--- config.mk ---
export PLATFORM = sky130hd
export DESIGN_NAME = cnt_snap_bank
export DESIGN_NICKNAME = d
export VERILOG_FILES = /design/src/rtl/cnt_snap_pkg.sv /design/src/rtl/pulse_sync.sv /design/src/rtl/cnt_chan.sv /design/src/rtl/rd_decode.sv /design/src/rtl/cnt_snap_bank.sv
export SDC_FILE = /design/constraint.sdc
export NUM_CORES = 2
export LEC_CHECK = 0
export BUFFER_PORTS_ARGS = -buffer_cell sky130_fd_sc_hd__buf_4
export CAP_MARGIN = 0
export CORE_UTILIZATION = 45
export CTS_CLUSTER_SIZE = 14
export DETAILED_ROUTE_END_ITERATION = 10
export PLACE_DENSITY = 0.71
export SLEW_MARGIN = 25
export SYNTH_ARGS = -nofsm -noshare
export SYNTH_HDL_FRONTEND = slang
export SYNTH_SLANG_ARGS = --single-unit
--- constraint.sdc ---
create_clock -name clk_i -period 4.8 [get_ports clk_i]
set_clock_uncertainty 0.05 [all_clocks]
set_input_delay 0 -clock clk_i [delete_from_list [all_inputs] [get_ports clk_i]]
set_output_delay 0 -clock clk_i [all_outputs]
set_load 0.01 [all_outputs]
--- src/rtl/cnt_snap_pkg.sv ---
package cnt_snap_pkg;
  localparam int unsigned NCH_DEF  = 16;
  localparam int unsigned CNT_W    = 32;
  localparam int unsigned HALF_W   = CNT_W / 2;
  localparam int unsigned ADDR_W   = 8;
  localparam int unsigned STAT_W   = 8;
  localparam int unsigned FLAG_BIT = 7;
  localparam int unsigned SYNC_N   = 2;
  localparam logic [ADDR_W-1:0] CNT_BASE = 8'h10;

  typedef enum logic [1:0] {
    ACC_NONE = 2'd0,
    ACC_LONG = 2'd1,
    ACC_HI   = 2'd2,
    ACC_LO   = 2'd3
  } acc_e;
endpackage

--- src/rtl/pulse_sync.sv ---
module pulse_sync #(
  parameter int unsigned STAGES = 2
) (
  input  logic clk_i,
  input  logic rst_ni,
  input  logic d_i,
  output logic rise_o
);
  logic [STAGES-1:0] sync_q;
  logic              prev_q;

  always_ff @(posedge clk_i or negedge rst_ni) begin
    if (!rst_ni) begin
      sync_q <= '0;
      prev_q <= 1'b0;
    end else begin
      sync_q <= {sync_q[STAGES-2:0], d_i};
      prev_q <= sync_q[STAGES-1];
    end
  end

  assign rise_o = sync_q[STAGES-1] & ~prev_q;
endmodule

--- src/rtl/cnt_chan.sv ---
module cnt_chan #(
  parameter int unsigned WIDTH  = 32,
  parameter int unsigned STAGES = 2
) (
  input  logic             clk_i,
  input  logic             rst_ni,
  input  logic             pulse_i,
  input  logic             inhibit_i,
  output logic [WIDTH-1:0] cnt_o
);
  logic rise;
  logic [WIDTH-1:0] cnt_q;

  pulse_sync #(.STAGES(STAGES)) u_sync (
    .clk_i  (clk_i),
    .rst_ni (rst_ni),
    .d_i    (pulse_i),
    .rise_o (rise)
  );

  // wraps to zero past all-ones
  always_ff @(posedge clk_i or negedge rst_ni) begin
    if (!rst_ni)                cnt_q <= '0;
    else if (rise && !inhibit_i) cnt_q <= cnt_q + 1'b1;
  end

  assign cnt_o = cnt_q;

  assert_inhibit_freezes_R2: assert property (@(posedge clk_i) disable iff (!rst_ni)
    inhibit_i |=> $stable(cnt_o));

  assert_step_of_one_R1: assert property (@(posedge clk_i) disable iff (!rst_ni)
    !$stable(cnt_o) |-> (cnt_o == $past(cnt_o) + 1'b1));
endmodule

--- src/rtl/rd_decode.sv ---
module rd_decode
  import cnt_snap_pkg::*;
#(
  parameter int unsigned NCH = 16
) (
  input  logic [ADDR_W-1:0]      addr_i,
  input  logic                   word_i,
  output acc_e                   kind_o,
  output logic [$clog2(NCH)-1:0] ch_o
);
  localparam int unsigned CH_W = $clog2(NCH);
  localparam logic [ADDR_W:0] SPAN = (ADDR_W+1)'(NCH * 4);

  logic [ADDR_W-1:0] off;
  logic              in_win;

  assign off    = addr_i - CNT_BASE;
  assign in_win = (addr_i >= CNT_BASE) && ({1'b0, off} < SPAN) && !addr_i[0];
  assign ch_o   = off[CH_W+1:2];

  always_comb begin
    kind_o = ACC_NONE;
    if (in_win) begin
      if (word_i)          kind_o = addr_i[1] ? ACC_LO : ACC_HI;
      else if (!addr_i[1]) kind_o = ACC_LONG;
    end
  end
endmodule

--- src/rtl/cnt_snap_bank.sv ---
module cnt_snap_bank
  import cnt_snap_pkg::*;
#(
  parameter int unsigned NCH = NCH_DEF
) (
  input  logic              clk_i,
  input  logic              rst_ni,
  input  logic [NCH-1:0]    pulse_i,
  input  logic              inhibit_i,
  input  logic              rd_i,
  input  logic [ADDR_W-1:0] addr_i,
  input  logic              word_i,
  output logic [CNT_W-1:0]  rdata_o,
  output logic              rvalid_o,
  output logic [STAT_W-1:0] stat_o
);
  localparam int unsigned CH_W = $clog2(NCH);

  logic [CNT_W-1:0] cnt  [NCH];
  logic [CNT_W-1:0] snap [NCH];
  logic [CH_W-1:0]  ch;
  acc_e             kind;
  logic             live_q;
  logic [CNT_W-1:0] rdata_q;
  logic             rvalid_q;

  for (genvar g = 0; g < NCH; g++) begin : g_chan
    cnt_chan #(.WIDTH(CNT_W), .STAGES(SYNC_N)) u_chan (
      .clk_i     (clk_i),
      .rst_ni    (rst_ni),
      .pulse_i   (pulse_i[g]),
      .inhibit_i (inhibit_i),
      .cnt_o     (cnt[g])
    );
  end

  rd_decode #(.NCH(NCH)) u_dec (
    .addr_i (addr_i),
    .word_i (word_i),
    .kind_o (kind),
    .ch_o   (ch)
  );

  // upper-half and full reads latch the snapshot and the live flag; lower half only replays
  always_ff @(posedge clk_i or negedge rst_ni) begin
    if (!rst_ni) begin
      rvalid_q <= 1'b0;
      rdata_q  <= '0;
      live_q   <= 1'b0;
      for (int i = 0; i < NCH; i++) snap[i] <= '0;
    end else begin
      rvalid_q <= rd_i;
      rdata_q  <= '0;
      if (rd_i) begin
        unique case (kind)
          ACC_LONG: begin
            rdata_q  <= cnt[ch];
            snap[ch] <= cnt[ch];
            live_q   <= ~inhibit_i;
          end
          ACC_HI: begin
            rdata_q  <= {{HALF_W{1'b0}}, cnt[ch][CNT_W-1:HALF_W]};
            snap[ch] <= cnt[ch];
            live_q   <= ~inhibit_i;
          end
          ACC_LO:   rdata_q <= {{HALF_W{1'b0}}, snap[ch][HALF_W-1:0]};
          default:  rdata_q <= '0;
        endcase
      end
    end
  end

  assign rdata_o  = rdata_q;
  assign rvalid_o = rvalid_q;
  always_comb begin
    stat_o           = '0;
    stat_o[FLAG_BIT] = live_q;
  end

  assert_valid_after_rd_R10: assert property (@(posedge clk_i) disable iff (!rst_ni)
    rd_i |=> rvalid_o);
  assert_no_valid_idle_R10: assert property (@(posedge clk_i) disable iff (!rst_ni)
    !rd_i |=> !rvalid_o);
  assert_half_upper_zero_R4: assert property (@(posedge clk_i) disable iff (!rst_ni)
    (rd_i && word_i) |=> (rdata_o[CNT_W-1:HALF_W] == '0));
  assert_flag_from_inhibit_R6: assert property (@(posedge clk_i) disable iff (!rst_ni)
    (rd_i && (kind == ACC_LONG || kind == ACC_HI)) |=> (stat_o[FLAG_BIT] == !$past(inhibit_i)));
  assert_lo_keeps_flag_R6: assert property (@(posedge clk_i) disable iff (!rst_ni)
    (rd_i && kind == ACC_LO) |=> $stable(stat_o));
  assert_bad_addr_quiet_R8: assert property (@(posedge clk_i) disable iff (!rst_ni)
    (rd_i && kind == ACC_NONE) |=> (rdata_o == '0 && $stable(stat_o)));
endmodule

Word-level counts from Yosys, hierarchy flattened
Index checks and enable logic that the tools add are counted.

storage, ports and cells
  bits in registers = 1106
  input bits = 29
  output and inout port bits = 41
  word-level logic and storage cells = 163

cells by class
  add/subtract/negate cells = 17
  $lt $le $gt $ge = 4
  equality and inequality tests = 3
  mux-type cells = 15
  bitwise operators = 34
  reduce and logical (&&, ||, !) cells = 23

operator list
  cell                                                                    count
  32-bit by 1-bit adder with 32-bit output (second input constant)        16
  512-bit bitwise mux                                                     1
  32-bit binary-select mux with 4-bit select                              2
  32-bit demux with 4-bit select                                          1
  32-bit two-way mux                                                      4
  32-bit case mux with 3 select lines                                     1
  16-bit two-way mux                                                      2
  1-bit logical AND                                                       19
  1-bit inverter                                                          17
  1-bit AND                                                               16
  8-bit by 5-bit >= comparator with 1-bit output (second input constant)  1
  8-bit by 7-bit < comparator with 1-bit output (second input constant)   1
  8-bit by 5-bit subtractor with 8-bit output (second input constant)     1
  5-bit >= comparator (second input constant)                             1
  5-bit by 1-bit < comparator with 1-bit output (second input constant)   1
  4-bit inverter with 5-bit output                                        1
  2-bit == test (second input constant)                                   2
  2-bit two-way mux                                                       2
  2-bit by 1-bit == test with 1-bit output (second input constant)        1
  1-bit logical NOT                                                       2
  1-bit two-way mux                                                       2
  2-bit AND reduction                                                     1
  2-bit OR reduction                                                      1

Depth between registers and ports, before layout
  depth after elaboration = 8
  gate-level depth with buffers = 16
  gate-level depth less buffers = 7

Cells and area by module
Synthesis repeated with hierarchy kept, for this count alone.

unflattened totals
  cell total of the unflattened synthesis = 3256
  area, all modules = 41588.6 um^2

by module, submodules not included
  module         instances  cells each  area each (um^2)  seq. area each (um^2)
  cnt_chan       16         126         1452.6            800.8
  cnt_snap_bank  1          1161        16831.1           7257.0
  pulse_sync     16         4           88.8              75.1
  rd_decode      1          15          93.8              0.0

Worst setup path before layout
No wires, ideal clock.

  path kind = input to register
  start = input addr_i[4]
  end = register snap[129] in the netlist's numbering
  library setup time = 0.125 ns
  data arrival time = 2.753 ns
  data required time = 4.625 ns
  slack = 1.872 ns
  stages on the path = 11
  buffers on the path = 5
  cell sequence = buf_4 -> buf_4 -> inv_2 -> buf_2 -> ha_1 -> buf_2 -> mux4_2 -> mux2_2 -> mux2_2 -> buf_2 -> mux2_2

between the ends
  longest elaborated chain between the ends = 8
  elaborated cells on any way between the ends = 20
  classes of those cells = add/sub: 1; order compare: 4; eq/ne: 2; mux: 7; bitwise: 1; reduce/logical: 5

ends and longest elaborated chain
  what                                                                              line                 RTL
  from (decl)                                                                       cnt_snap_bank.sv:11  input logic [ADDR_W-1:0] addr_i,
  8-bit by 5-bit subtractor with 8-bit output                                       rd_decode.sv:17      assign off = addr_i - CNT_BASE;
  8-bit by 7-bit < comparator with 1-bit output                                     rd_decode.sv:18      assign in_win = (addr_i >= CNT_BASE) && ({1'b0, off} < SPAN) && !addr_i[0];
  1-bit logical AND (2 in series)                                                   rd_decode.sv:18
  2-bit two-way mux                                                                 rd_decode.sv:23      if (in_win) begin
  2-bit == test / 2-bit by 1-bit == test with 1-bit output (equally long branches)  cnt_snap_bank.sv:55  unique case (kind)
  2-bit OR reduction (no line)                                                      n/a
  2-bit AND reduction (no line)                                                     n/a
  to (signal, indexed assignment)                                                   cnt_snap_bank.sv:58  snap[ch] <= cnt[ch];
  to (signal, indexed assignment)                                                   cnt_snap_bank.sv:63  snap[ch] <= cnt[ch];
  to (decl)                                                                         cnt_snap_bank.sv:20  logic [CNT_W-1:0] snap [NCH];

Parallel ways exist; a longest one is shown, timed or not. The select of a mux whose other input is x is not followed.
A chain may end at the register's enable or synchronous reset.

Worst setup path in the final report
  start = input addr_i[4]
  end = register snap[39] in the netlist's numbering

Same word-level chain as after synthesis.

==> flow_metrics.tcl <==
set metrics [dict create \
    htreeDepth 3 \
    die_h_um 305 \
    fin_tns_setup_ps 0 \
    relSlewSlack_pct 31.2 \
    power.internal_mw 12.4 \
    clk_pin_slew_ps 70 \
    synth_ff_type "dfrtp_1" \
    antenna_found_initial 3 \
    netlist_area_mm2 0.0412 \
    grt_usage_pct 22.6 \
    ant_nets 0 \
    rsz0062_at_grt "no" \
    m1WireLength_um 44600 \
    gp_congestion 0.891 \
    end_kind "flip-flop" \
    hold_path.class "in2async" \
    power.switching_mw 4.25 \
    r2r_slack_ps 2310 \
    r2r_cells 5 \
    fin_hold_ws_ps -33.6 \
    postCtsSetupRepairBufs 0 \
    async_flop_share_pct 100 \
    grt_pass1_wl_um 162000 \
    critPathCapture "snap[39]" \
    cts_tree "yes" \
    violations "hold timing" \
    clock_path_buffers 3 \
    cp_data_required_time_ps 5270 \
    port_buffers 62 \
    syn_area_per_cell_um2 13.1 \
    syn_inst 3154 \
    p_total_mw 16.7 \
    combPwrFrac_pct 9.5 \
    wirelength_um 103000 \
    dpl.cell_count 4291 \
    syn_to_final_growth_pct 11.8 \
    dieWidth_um 305 \
    num_vias 26400 \
    io_pins 70 \
    max_freq_mhz 363 \
    maxCapViolations 0 \
    dr_wl_met2_um 48300 \
    nets 3291 \
    antennaDiodeCount 0 \
    top_layer "met4" \
    drc 0 \
    post_route_cells_drive_above_1_share_pct 24.0 \
    drt_iter0_drc 2554 \
    synth.largest_area_cell "dfrtp_1" \
    root_buffer "clkbuf_16" \
    vias_per_cell 5.88 \
    period_minus_slack_ps 2750 \
    final_cells 4483 \
    routedWlPerCell_um 23.0 \
    first_global_vias 26800 \
    cts.sinks 850 \
    crit-reg2reg-launch "g_chan[6].u_chan.cnt_o[9]" \
    worst_skew_pair.late_latency_ps 670 \
    grt_max_degree 153 \
    clockPowerShare_pct 42.5 \
    tightestPinTransition_ps 1020 \
    setup_viol 0 \
    start_kind "primary input" \
    seq_power_share_pct 48.0 \
    coreArea_mm2 0.0904 \
    worstReg2RegEnd "g_chan[6].u_chan.cnt_o[31]" \
    drt-pass1-iter-count 5 \
    synthDistinctLibCells 57 \
    crit_fanout 43 \
    synth_edf_count 0 \
    row_count 110 \
    synth_top_area_share_pct 51.6 \
    die-area_mm2 0.0928 \
    synth.area.top_cells "dfrtp_1 52%, mux4_2 9.8%, mux2_2 8.2%, xnor2_1 7.1%, xor2_1 3.4%" \
    irDropWorstVdd_v 0.000297 \
    worst_ep_arrival_time_ps 3230 \
    ys_seq_elements 850 \
    yosysWarnings 0 \
    worstSetupPathType "in2reg" \
    cts_buffers 87 \
    p_leak_nw 21.2 \
    startpoint "addr_i[4]" \
    overflow 0 \
    slew_viol_final 0 \
    yosysSeqAreaShare_pct 51.6 \
    status "complete, but fails checks" \
    start_util_pct 45.6 \
    hold_viol 17 \
    period_share_pct 57.3 \
    dp_hpwl_um 71400 \
    p_sw_share_pct 25.5 \
    wl_met3_um 6310 \
    powerDensity_mw_per_mm2 361 \
]
-- cell families after synthesis --
group	share of synthesized area (%)
other	0.00909
DFF	51.6
xor gates and xnor gates	10.5
and+or+nand+nor	13.3
muxes	19.7
AOI/OAI and AO/OA	1.81
adders and majority gates	0.637
buffers and inverters	2.47
-- worst max-delay path, stage by stage --
cell and delay [ps]:
buf_4 110, buf_4 530, nor2_1 100, o21ai_0 170
mux2_2 730, nand4_2 970, mux2_2 590
-- registers in the layout, summed over array words and instances, names as in the netlist --
name and flops:
g_chan.u_chan.u_sync.sync_q 32, rvalid_o 1, rdata_o 32, g_chan.u_chan.cnt_o 512
g_chan.u_chan.u_sync.prev_q 16, snap 256, live_q 1
-- cell type report --
type / instances / area [um^2]
tap: 1176 / 1470
inverter: 32 / 120
timing repair buffer: 137 / 1210
fill: 7613 / 44300
multi-input combinational: 2133 / 19000
sequential: 850 / 21300
clock inverter: 32 / 405
clock buffer: 123 / 2590
-- Yosys cell counts (3+ instances only) --
cell type  number
a211oi_1       23
a221oi_1        4
a22o_1          4
a22oi_1        32
and2_1         29
and3_1         89
and4_1         66
and4bb_2        4
buf_1           5
buf_2          52
buf_4          35
buf_6          16
clkbuf_1       34
dfrtp_1       850
ha_1           21
inv_1          31
mux2_2        300
mux2_4          8
mux2i_1        26
mux4_1         12
mux4_2        180
nand2_1       248
nand2b_1        3
nand3_1       159
nand3b_1       12
nand4_1       113
nand4_2        17
nor2_1        120
nor2b_1        15
nor3_1         34
nor3_2          3
nor3b_1         8
nor3b_2         9
nor4_1         13
nor4_2          7
o21ai_0        26
o221ai_1       12
o31ai_1         4
or2_2           6
or3_1           9
or4_1           3
xnor2_1       336
xor2_1        159
-- layer usage --
layer | up-vias | GRT usage [%]
met4 | 0 | 8.09
met1 | 13800 | 31.8
met2 | 808 | 35.5
li1 | 11600 | -
met3 | 195 | 3.58
met5 | - | 0
-- placed cells by master, fill, tap and decap left out, drive strengths merged, types with 29 or more instances in the layout --
| master | instances |
|---|---|
| dfrtp | 850 |
| xnor2 | 336 |
| mux2 | 308 |
| nand2 | 248 |
| mux4 | 192 |
| nand3 | 160 |
| xor2 | 159 |
| nand4 | 130 |
| clkbuf | 123 |
| nor2 | 121 |
| buf | 100 |
| and3 | 89 |
| and4 | 66 |
| dlygate4sd3 | 37 |
| nor3 | 37 |
| inv | 33 |
| a22oi | 32 |
| and2 | 29 |
-- through the flow --
step | area (um^2) | setup slack (ps) | utilization (%) | hold WS [ps]
2_1_floorplan | 41300 | 1870 | - | -346
3_3_place_gp | 42700 | 1460 | 47.2 | 58.7
3_5_place_dp | 42700 | 1450 | 47.2 | 60.3
4_1_cts | 46100 | 2120 | 50.9 | 11.6
5_1_grt | 46100 | 1960 | 51.0 | 27.3
6_report | 46100 | 2050 | 51.0 | -33.6
-- worst min path at each step --
stage / startpoint / to / slack [ps] / cells after the start
6_report: rst_ni / snap[420] / -30 / 2
5_1_grt: rst_ni / snap[98] / 30 / 2
4_1_cts: rst_ni / snap[263] / 10 / 2
3_5_place_dp: pulse_i[13] / g_chan[13].u_chan.u_sync.sync_q[0] / 60 / 1
3_3_place_gp: rst_ni / snap[482] / 60 / 1
2_1_floorplan: rst_ni / g_chan[0].u_chan.cnt_o[0] / -350 / 0
-- power by group through the flow --
stage	sequential, mW	clock [mW]	combinational [mW]
after global routing	8.06	7.46	1.74
after global placement	8.11	0	1.52
after detailed placement	8.13	0	1.56
after CTS	8.00	7.19	1.59
after floorplan	7.97	0	1.06
final	8.00	7.07	1.59
-- timing repair --
action,4_1_cts,5_1_grt
resized for setup,0,0
hold endpoints to repair,197,0
hold buffers,37,0
Power figures use the tool's default switching activity.
